$ cat src/rtl/mcb_pkg.sv
package mcb_pkg;

   typedef enum logic [1:0] {
      XF_IDLE = 2'd0,
      XF_CMD  = 2'd1,
      XF_DATA = 2'd2
   } xfer_state_t;

   typedef enum logic [2:0] {
      SQ_IDLE   = 3'd0,
      SQ_REV    = 3'd1,
      SQ_CFG_RD = 3'd2,
      SQ_CFG_WR = 3'd3,
      SQ_CHECK  = 3'd4,
      SQ_DONE   = 3'd5,
      SQ_FAIL   = 3'd6
   } seq_state_t;

   function automatic logic seq_busy(input seq_state_t s);
      return (s == SQ_REV) || (s == SQ_CFG_RD) || (s == SQ_CFG_WR) || (s == SQ_CHECK);
   endfunction

endpackage

$ cat src/rtl/mcb_stall_guard.sv
module mcb_stall_guard #(
   parameter int LIMIT = 256
) (
   input  logic clk,
   input  logic rst,
   input  logic active,
   input  logic stalled,
   output logic expired
);
   generate
      if (LIMIT == 0) begin : g_off
         assign expired = 1'b0;
      end else begin : g_on
         localparam int CNT_W = $clog2(LIMIT + 1);
         localparam logic [CNT_W-1:0] CNT_MAX = CNT_W'(LIMIT);
         logic [CNT_W-1:0] cnt;

         always_ff @(posedge clk) begin
            if (rst || !active) begin
               cnt <= '0;
            end else if (stalled && cnt != CNT_MAX) begin
               cnt <= cnt + 1'b1;
            end
         end

         assign expired = active && stalled && (cnt == CNT_MAX);

         // the stalled-cycle count never runs past the limit
         p_cnt_bound_r8: assert property (@(posedge clk) disable iff (rst)
            cnt <= CNT_MAX);
         // counting restarts whenever the command is idle
         p_cnt_clear_r8: assert property (@(posedge clk) disable iff (rst)
            !active |=> cnt == '0);
      end
   endgenerate
endmodule

$ cat src/rtl/mcb_mm_master.sv
module mcb_mm_master
   import mcb_pkg::*;
#(
   parameter int ADDR_W = 8,
   parameter int DATA_W = 32,
   parameter int STALL_LIMIT = 256
) (
   input  logic              clk,
   input  logic              rst,
   input  logic              req_valid,
   input  logic              req_wr,
   input  logic [ADDR_W-1:0] req_addr,
   input  logic [DATA_W-1:0] req_wdata,
   output logic              fin,
   output logic              fin_tout,
   output logic [DATA_W-1:0] fin_rdata,
   output logic [ADDR_W-1:0] bus_addr,
   output logic              bus_rd,
   output logic              bus_wr,
   output logic [DATA_W-1:0] bus_wdata,
   input  logic [DATA_W-1:0] bus_rdata,
   input  logic              bus_wait
);
   xfer_state_t st;
   logic        cmd_on;
   logic        expired;

   assign cmd_on = bus_rd || bus_wr;

   mcb_stall_guard #(.LIMIT(STALL_LIMIT)) u_guard (
      .clk     (clk),
      .rst     (rst),
      .active  (cmd_on),
      .stalled (bus_wait),
      .expired (expired)
   );

   always_ff @(posedge clk) begin
      if (rst) begin
         st        <= XF_IDLE;
         bus_rd    <= 1'b0;
         bus_wr    <= 1'b0;
         bus_addr  <= '0;
         bus_wdata <= '0;
         fin       <= 1'b0;
         fin_tout  <= 1'b0;
         fin_rdata <= '0;
      end else begin
         fin      <= 1'b0;
         fin_tout <= 1'b0;
         unique case (st)
            XF_IDLE: begin
               if (req_valid) begin
                  bus_addr  <= req_addr;
                  bus_wdata <= req_wdata;
                  bus_rd    <= !req_wr;
                  bus_wr    <= req_wr;
                  st        <= XF_CMD;
               end
            end
            XF_CMD: begin
               if (expired) begin
                  bus_rd   <= 1'b0;
                  bus_wr   <= 1'b0;
                  fin      <= 1'b1;
                  fin_tout <= 1'b1;
                  st       <= XF_IDLE;
               end else if (!bus_wait) begin
                  bus_rd <= 1'b0;
                  bus_wr <= 1'b0;
                  if (bus_rd) begin
                     st <= XF_DATA;
                  end else begin
                     fin <= 1'b1;
                     st  <= XF_IDLE;
                  end
               end
            end
            XF_DATA: begin
               fin_rdata <= bus_rdata;
               fin       <= 1'b1;
               st        <= XF_IDLE;
            end
            default: st <= XF_IDLE;
         endcase
      end
   end

   // command, address and data are held through a stall unless aborted
   p_hold_r2: assert property (@(posedge clk) disable iff (rst)
      (cmd_on && bus_wait && !expired) |=>
         ($stable(bus_rd) && $stable(bus_wr) && $stable(bus_addr) && $stable(bus_wdata)));
   // command is dropped right after the accepting edge
   p_drop_r3: assert property (@(posedge clk) disable iff (rst)
      (cmd_on && !bus_wait) |=> !cmd_on);
   // never both directions at once
   p_one_cmd_r3: assert property (@(posedge clk) disable iff (rst)
      !(bus_rd && bus_wr));
   // read data is taken from the bus one cycle after acceptance
   p_capture_r4: assert property (@(posedge clk) disable iff (rst)
      (bus_rd && !bus_wait) |=> ##1 (fin && fin_rdata == $past(bus_rdata)));
   // an expired stall drops the command
   p_abort_r8: assert property (@(posedge clk) disable iff (rst)
      expired |=> (!cmd_on && fin && fin_tout));
endmodule

$ cat src/rtl/mcb_boot_seq.sv
module mcb_boot_seq
   import mcb_pkg::*;
#(
   parameter int ADDR_W   = 8,
   parameter int DATA_W   = 32,
   parameter int REV_ADDR = 0,
   parameter int CFG_ADDR = 2,
   parameter int TX_BIT   = 0,
   parameter int RX_BIT   = 1
) (
   input  logic              clk,
   input  logic              rst,
   input  logic              start_evt,
   output logic              req_valid,
   output logic              req_wr,
   output logic [ADDR_W-1:0] req_addr,
   output logic [DATA_W-1:0] req_wdata,
   input  logic              fin,
   input  logic              fin_tout,
   input  logic [DATA_W-1:0] fin_rdata,
   output logic              done,
   output logic              error,
   output logic [DATA_W-1:0] rev_value
);
   localparam logic [DATA_W-1:0] EN_MASK =
      (DATA_W'(1) << TX_BIT) | (DATA_W'(1) << RX_BIT);
   localparam logic [ADDR_W-1:0] A_REV = ADDR_W'(REV_ADDR);
   localparam logic [ADDR_W-1:0] A_CFG = ADDR_W'(CFG_ADDR);

   seq_state_t        st;
   logic              pending;
   logic [DATA_W-1:0] cfg_new;

   always_comb begin
      req_valid = seq_busy(st) && !pending;
      req_wr    = (st == SQ_CFG_WR);
      req_addr  = (st == SQ_REV) ? A_REV : A_CFG;
      req_wdata = cfg_new;
   end

   always_ff @(posedge clk) begin
      if (rst) begin
         st        <= SQ_IDLE;
         pending   <= 1'b0;
         cfg_new   <= '0;
         rev_value <= '0;
      end else begin
         if (req_valid) pending <= 1'b1;
         if (!seq_busy(st)) begin
            if (start_evt) begin
               st      <= SQ_REV;
               pending <= 1'b0;
            end
         end else if (fin) begin
            pending <= 1'b0;
            if (fin_tout) begin
               st <= SQ_FAIL;
            end else begin
               unique case (st)
                  SQ_REV: begin
                     rev_value <= fin_rdata;
                     st        <= SQ_CFG_RD;
                  end
                  SQ_CFG_RD: begin
                     cfg_new <= fin_rdata | EN_MASK;
                     st      <= SQ_CFG_WR;
                  end
                  SQ_CFG_WR: st <= SQ_CHECK;
                  SQ_CHECK:  st <= ((fin_rdata & EN_MASK) == EN_MASK) ? SQ_DONE : SQ_FAIL;
                  default:   st <= SQ_FAIL;
               endcase
            end
         end
      end
   end

   assign done  = (st == SQ_DONE);
   assign error = (st == SQ_FAIL);

   // outcome flags are exclusive
   p_outcome_r7: assert property (@(posedge clk) disable iff (rst)
      $onehot0({done, error}));
   // while a run is active only a finished transfer moves the sequence
   p_ignore_start_r9: assert property (@(posedge clk) disable iff (rst)
      (seq_busy(st) && !fin) |=> (st == $past(st)));
   // a timed-out transfer ends the run in error
   p_tout_fail_r8: assert property (@(posedge clk) disable iff (rst)
      (seq_busy(st) && fin && fin_tout) |=> error);
   // a start edge after an outcome clears it
   p_rerun_r10: assert property (@(posedge clk) disable iff (rst)
      ((done || error) && start_evt) |=> (!done && !error));
endmodule

$ cat src/rtl/mac_cfg_boot.sv
module mac_cfg_boot #(
   parameter int ADDR_W      = 8,
   parameter int DATA_W      = 32,
   parameter int REV_ADDR    = 0,
   parameter int CFG_ADDR    = 2,
   parameter int TX_BIT      = 0,
   parameter int RX_BIT      = 1,
   parameter int STALL_LIMIT = 256,
   parameter int START_SYNC  = 0
) (
   input  logic              clk,
   input  logic              rst,
   input  logic              start,
   output logic [ADDR_W-1:0] bus_addr,
   output logic              bus_rd,
   output logic              bus_wr,
   output logic [DATA_W-1:0] bus_wdata,
   input  logic [DATA_W-1:0] bus_rdata,
   input  logic              bus_wait,
   output logic              done,
   output logic              error,
   output logic [DATA_W-1:0] rev_value
);
   generate
      if (ADDR_W < 2 || ADDR_W > 32) begin : g_bad_addr
         $error("mac_cfg_boot: ADDR_W out of range");
      end
      if (DATA_W < 2) begin : g_bad_data
         $error("mac_cfg_boot: DATA_W too small");
      end
      if (TX_BIT == RX_BIT || TX_BIT >= DATA_W || RX_BIT >= DATA_W) begin : g_bad_bits
         $error("mac_cfg_boot: enable bit positions invalid");
      end
      if (REV_ADDR >= (1 << ADDR_W) || CFG_ADDR >= (1 << ADDR_W)) begin : g_bad_map
         $error("mac_cfg_boot: register offset does not fit address");
      end
      if (STALL_LIMIT < 0 || START_SYNC < 0) begin : g_bad_opt
         $error("mac_cfg_boot: negative option");
      end
   endgenerate

   logic start_s;
   logic start_q;
   logic start_evt;

   generate
      if (START_SYNC == 0) begin : g_direct
         assign start_s = start;
      end else begin : g_sync
         logic [START_SYNC-1:0] sync_r;
         always_ff @(posedge clk) begin
            if (rst) sync_r <= '0;
            else     sync_r <= {sync_r[START_SYNC-2 >= 0 ? START_SYNC-2 : 0 : 0], start};
         end
         assign start_s = sync_r[START_SYNC-1];
      end
   endgenerate

   always_ff @(posedge clk) begin
      if (rst) start_q <= 1'b0;
      else     start_q <= start_s;
   end
   assign start_evt = start_s && !start_q;

   logic              req_valid;
   logic              req_wr;
   logic [ADDR_W-1:0] req_addr;
   logic [DATA_W-1:0] req_wdata;
   logic              fin;
   logic              fin_tout;
   logic [DATA_W-1:0] fin_rdata;

   mcb_boot_seq #(
      .ADDR_W(ADDR_W), .DATA_W(DATA_W), .REV_ADDR(REV_ADDR),
      .CFG_ADDR(CFG_ADDR), .TX_BIT(TX_BIT), .RX_BIT(RX_BIT)
   ) u_seq (
      .clk       (clk),
      .rst       (rst),
      .start_evt (start_evt),
      .req_valid (req_valid),
      .req_wr    (req_wr),
      .req_addr  (req_addr),
      .req_wdata (req_wdata),
      .fin       (fin),
      .fin_tout  (fin_tout),
      .fin_rdata (fin_rdata),
      .done      (done),
      .error     (error),
      .rev_value (rev_value)
   );

   mcb_mm_master #(
      .ADDR_W(ADDR_W), .DATA_W(DATA_W), .STALL_LIMIT(STALL_LIMIT)
   ) u_mst (
      .clk       (clk),
      .rst       (rst),
      .req_valid (req_valid),
      .req_wr    (req_wr),
      .req_addr  (req_addr),
      .req_wdata (req_wdata),
      .fin       (fin),
      .fin_tout  (fin_tout),
      .fin_rdata (fin_rdata),
      .bus_addr  (bus_addr),
      .bus_rd    (bus_rd),
      .bus_wr    (bus_wr),
      .bus_wdata (bus_wdata),
      .bus_rdata (bus_rdata),
      .bus_wait  (bus_wait)
   );

   // idle outputs straight after reset
   p_reset_r1: assert property (@(posedge clk)
      $past(rst) |-> (!bus_rd && !bus_wr && !done && !error));
endmodule

$ cat config.mk
export PLATFORM = sky130hd
export DESIGN_NAME = mac_cfg_boot
export DESIGN_NICKNAME = d
export VERILOG_FILES = /design/src/rtl/mcb_pkg.sv /design/src/rtl/mcb_stall_guard.sv /design/src/rtl/mcb_mm_master.sv /design/src/rtl/mcb_boot_seq.sv /design/src/rtl/mac_cfg_boot.sv
export SDC_FILE = /design/constraint.sdc
export NUM_CORES = 1
export LEC_CHECK = 0
export CORE_UTILIZATION = 30
export CTS_BUF_LIST = sky130_fd_sc_hd__clkbuf_8 sky130_fd_sc_hd__clkbuf_16
export DETAILED_ROUTE_END_ITERATION = 12
export DONT_BUFFER_PORTS = 1
export PLACE_DENSITY = 0.45
export SYNTH_ARGS = -nofsm -noshare
export SYNTH_HDL_FRONTEND = slang
export SYNTH_HIERARCHICAL = 1
export SYNTH_SLANG_ARGS = --single-unit
export TNS_END_PERCENT = 10
$ cat constraint.sdc
create_clock -name clk -period 1.7 [get_ports clk]
set_input_delay 0.34 -clock clk [delete_from_list [all_inputs] [get_ports clk]]
set_output_delay 0.34 -clock clk [all_outputs]
set_load 0.05 [all_outputs]
; Word-level counts from Yosys, hierarchy flattened
; Cells that the tools add are included.
[op_classes]
addsub = 1
n_eq_ne = 14
n_mux = 27
bitwise_logic = 2
n_reduce_logical = 24
[op_table]
columns = operator, n
row1 = two-way mux 1 bit, 12
row2 = two-way mux 2 bit, 6
row3 = two-way mux 3 bit, 4
row4 = case mux 3 bit (4 select lines), 1
row5 = "adder 9 x 1 -> 9 bit, second input constant", 1
row6 = "equality test 3 bit, second input constant", 3
row7 = "equality test 9 bit, second input constant", 1
row8 = "!= test 9 bit, second input constant", 1
row9 = AND reduction 4 bit, 2
row10 = "equality test 3 x 2 -> 1 bit, second input constant", 2
row11 = case mux 1 bit (2 select lines), 3
row12 = AND reduction 2 bit, 3
row13 = logical AND 1 bit, 5
row14 = logical OR 1 bit, 5
row15 = "equality test 2 bit, second input constant", 2
row16 = zero test 1 bit, 4
row17 = case mux 2 bit (2 select lines), 1
row18 = nonzero test 2 bit, 2
row19 = "equality test 3 x 1 -> 1 bit, second input constant", 1
row20 = "!= test 3 x 2 -> 1 bit, second input constant", 1
row21 = AND reduction 3 bit, 1
row22 = "equality test 2 x 1 -> 1 bit, second input constant", 1
row23 = zero test 2 bit, 1
row24 = "!= test 2 x 1 -> 1 bit, second input constant", 1
row25 = other kinds (3), 4
[word_totals]
ff_bits = 156
in_bits = 36
out_inout_bits = 76
elab_cells = 82

; Depth between registers and ports, before layout
[logic_depth]
depth_word = 8
mapped_depth = 8
mapped_depth_nobuf = 7

; By module
; The synthesis kept the hierarchy.
[by_module_without_submodules]
columns = mod, instances, cells_per_inst, area_each_um2, seq_area_each_um2
row1 = mcb_mm_master, 1, 313, 3146.8, 1561.5
row2 = mcb_boot_seq, 1, 337, 2745.1, 1341.3
row3 = mcb_stall_guard, 1, 53, 473.0, 180.2
row4 = mac_cfg_boot, 1, 3, 47.5, 20.0

; Least setup slack after synthesis
; OpenSTA, ideal clock, no wires.
[synth_path]
kind = register -> output
from = reg u_seq.st[0]
to = out done
arrival_time_ps = 1469
required_time_ps = 1360
setup_slack_ps = -109
path_stages_with_launch = 6
path_buffers = 3
cell_sequence = dfxtp_1 -> buf_2 -> nor2b_1 -> clkbuf_1 -> buf_2 -> and2_1
[synth_between]
elab_chain_len = 1
[synth_rtl]
columns = element, line_no
row1 = from (decl), mcb_boot_seq.sv:30  ; seq_state_t st;
row2 = from (signal assigned), mcb_boot_seq.sv:69  ; SQ_CHECK: st <= ((fin_rdata & EN_MASK) == EN_MASK) ? SQ_DONE : SQ_FAIL;
row3 = equality test 3 bit, mcb_boot_seq.sv:77  ; assign done = (st == SQ_DONE);
row4 = to (decl), mac_cfg_boot.sv:20  ; output logic done,
; Every way passes these cells.

; Worst setup path in the final report
[layout_path]
from = reg u_seq.st[1]
to = out done
; Same word-level chain as after synthesis.

==> results by group <==
Logic synthesis
  • Mean post-synth cell area: 9.08 sq um
  • Netlist cell types: 56
  • EDFF count, synth: 0
  • Seq/Total Area, Yosys: 48.4%
  • Cells after Synth: 706
  • Yosys warns: 6
  • Dominant synthesized flop cell: dfxtp_1
  • Post-synth ARST share: 0%
  • Syn Std Cell Area: 6410 sq um
  • Post-synthesis register bit count: 155

Cells and area
  • Final std cells w/o fill: 1003
  • Fillcell total: 2087
  • Area of the multi-input gates: 2970 sq um
  • FF/Latch Area: 3110 sq um
  • Final nets: 756
  • Syn-to-layout area delta: 18.8%
  • # diodes: 0
  • Share of layout cells above drive strength 1: 25.3%

Global routing
  • Global-route wire length before repair: 27.4 mm
  • Number of global-route vias before repair: 4991
  • Largest net degree at the start of global routing: 117
  • Total gr overflow: 0
  • Gr usage total: 16.2%
  • Initial antenna violation count: 0

Timing
  • Final Critical Period: 1.70 ns
  • PnR worst setup slack: 0.00294 ns
  • RSZ-0062 raised after global routing: yes
  • Final slew viol count: 0
  • Setup violations, final: 0
  • Fmax: 589 MHz
  • Period Utilization, post-route: 99.8%
  • Layout Skew: 0.00717 ns
  • Rel. slew slack: 61.4%
  • Worst Max-Slew Pin Slew: 0.578 ns
  • Final Hold Viols: 0

Route
  • DR pass1 iterations: 4
  • DR iter-0 viols: 219
  • Via count: 5018
  • Routed WL: 17.3 mm
  • Post-route DRC: 0
  • Avg Vias per Cell: 5.00
  • WL per Instance: 17.3 um
  • Post-route ant nets: 0

Critical path
  • CP Class: register to output pin
  • WP data required: 1.36 ns
  • CP most frequent cell: buf_12
  • Max stage delay on crit path: 0.38 ns
  • CP Capture Type: output pin
  • Crit Path Max Fanout: 13
  • Worst path slowest cell: dfxtp_4
  • Critical Path AT: 1.36 ns
  • Critical-path cell list: buf_12 > nor2b_4 > and2_4 > buf_12
  • Startpoint types: register

Placement
  • Placed Instances: 964
  • HPWL after DPL: 11.1 mm
  • Pre-CTS setup slack: -0.0493 ns
  • I/O Buffers: 0
  • Routability cong.: 0.824

CTS
  • CTS Sinks: 155
  • Clock transition at path regs: 0.06 ns
  • Clock root cell: clkbuf_16
  • Worst skew pair latency: 0.42 ns
  • TritonCTS Buffers: 17
  • CTS tree: done
  • Maximum buffer depth of the clock tree: 2
  • H-Tree Depth: 4

Floorplanning
  • # rows: 53
  • Placeable Area: 21000 sq um
  • Die height: 148 um
  • Initial core utilization: 30.5%
  • IO Pins: 112
  • Die ar.: 22000 sq um
  • Horiz. Die Dim: 148 um

Pwr
  • Static leakage: 2.45 nW
  • Power density over the cells: 1080 nW/um^2
  • Peak VDD IR: 0.000543 V

Run status
  • Status: complete, no violations

Job
  • Max-Cap Viols: 0

Min path
  • Worst min path class: input pin to register
==> sequential cells by signal, indices dropped and copies added (netlist names) <==
register and cells:
start_q 1, u_mst/bus_addr 8, u_mst/bus_rd 1, u_mst/bus_wdata 32, u_mst/bus_wr 1, u_mst/fin 1, u_mst/fin_rdata 32, u_mst/fin_tout 1
u_mst/st 2, u_mst/u_guard/g_on.cnt 9, u_seq/pending 1, u_seq/req_wdata 31, u_seq/rev_value 32, u_seq/st 3
==> cells in the mapped netlist (all sizes together), types with 2 or more instances <==
| library cell | n | area, sq um |
|---|---|---|
| clkbuf | 25 | 93.8 |
| nand2b | 8 | 50.1 |
| nor2b | 6 | 52.6 |
| nor3 | 3 | 15.0 |
| ha | 5 | 62.6 |
| and3 | 2 | 12.5 |
| a21oi | 115 | 726 |
| nor2 | 40 | 150 |
| dfxtp | 155 | 3100 |
| mux2i | 34 | 340 |
| and2 | 2 | 15.0 |
| o21ai | 66 | 330 |
| or3 | 4 | 25.0 |
| nor3b | 2 | 20.0 |
| nand3 | 63 | 315 |
| and3b | 2 | 17.5 |
| nor4b | 5 | 62.6 |
| buf | 40 | 304 |
| nand2 | 91 | 442 |
| o31ai | 3 | 22.5 |
| inv | 9 | 33.8 |
| nand4 | 4 | 31.3 |
==> logic make-up after synthesis <==
group                      after synthesis  share of synthesized area, %
muxes                                   34                          5.31
other                                    1                        0.0585
buffers and inverters                   74                          6.73
AOI/OAI and AO/OA                      195                          18.3
adders and majority gates                6                          1.13
DFF                                    155                          48.4
xor gates and xnor gates                 1                         0.137
and+or+nand+nor                        240                          20.0
==> worst paths after layout <==
| check | startpoint | to | slack [ns] | depth (start not counted) |
|---|---|---|---|---|
| setup / recovery | u_seq/st[1] | done | 0.003 | 4 |
| hold / removal | rst | u_seq/st[0] | 0.03 | 1 |
| setup reg to reg | u_mst/u_guard/g_on.cnt[0] | u_mst/st[0] | 0.04 | 7 |
| hold reg to reg | u_seq/req_wdata[14] | u_mst/bus_wdata[14] | 0.45 | 2 |
==> power breakdown <==
group	leakage, nW	internal [W]	switching (W)	total [W]
Clock	0.309	0.00252	0.00153	0.00405
Sequential	1.25	0.00366	0.0000658	0.00372
Combinational	0.892	0.000156	0.000275	0.000431
==> layout make-up <==
cell class	instances	area share [%]
Clock buffer	19	5.95
Clock inverter	13	2.32
Inverter	9	0.443
Multi-Input combinational cell	483	39.0
Sequential cell	155	40.9
Tap cell	275	4.52
Timing Repair Buffer	49	6.90
==> placed cells by master (no fill, tap or decap), types with 2 or more instances in the layout <==
master	n
buf_12	9
ha_1	4
mux2i_1	34
and2_4	2
inv_1	10
o21ai_0	3
nor4b_1	2
a21oi_1	75
buf_4	37
nand2_1	50
bufinv_16	4
nor2b_1	3
o21ai_1	63
nand2_2	41
dfxtp_4	2
nor2_1	40
clkbuf_8	2
nor2b_4	3
nor4b_4	2
clkinv_4	2
nand2b_1	8
dfxtp_1	152
inv_2	2
clkinvlp_4	3
conb_1	7
nand3_1	63
nand4_1	3
clkbuf_16	18
a21oi_2	40
o31ai_2	2
or3_1	4
==> what timing repair did <==
action | 4_1_cts | 5_1_grt
endpoints found under the hold margin | 34 | 2
endpoints found under the setup margin | 5 | 65
hold buffers | 1 | 1
gates cloned | 1 | 1
buffers inserted | 2 | 1
pin swaps | 2 | 4
gates resized for setup | 9 | 7
==> worst max-delay path, delay by kind of cell, from the launching register on <==
family,cells,cell delay [ns]
flops,1,0.38
simple gates,2,0.26
buf+inv,2,0.29
==> per-layer routing <==
| metal | wire (um) | GRT usage (%) | vias up | share of wire [%] |
|---|---|---|---|---|
| met1 | 7770 | 20.0 | 2409 | 45 |
| met5 | 0 | 0 | - | 0 |
| li1 | - | - | 2451 | - |
| met3 | 1200 | 5.64 | 21 | 6.9 |
| met4 | 349 | 6.24 | 0 | 2.0 |
| met2 | 8010 | 25.8 | 137 | 46 |
==> metrics by stage <==
stage / instance area, sq um / setup TNS, ns / power (W) / hold WS [ns] / util [%]
finish: 7620 / 0 / 0.00820 / 0.0348 / 36.2
global route: 7620 / -0.141 / 0.00850 / 0.000222 / 36.2
CTS: 7550 / -0.0213 / 0.00827 / -0.0106 / 35.9
detailed placement: 6810 / -0.0700 / 0.00418 / 0.432 / 32.4
global placement: 6810 / 0 / 0.00417 / 0.432 / 32.4
floorplan: 6440 / 0 / 0.00416 / 0.404 / -
(Power assumes the default switching activity.)
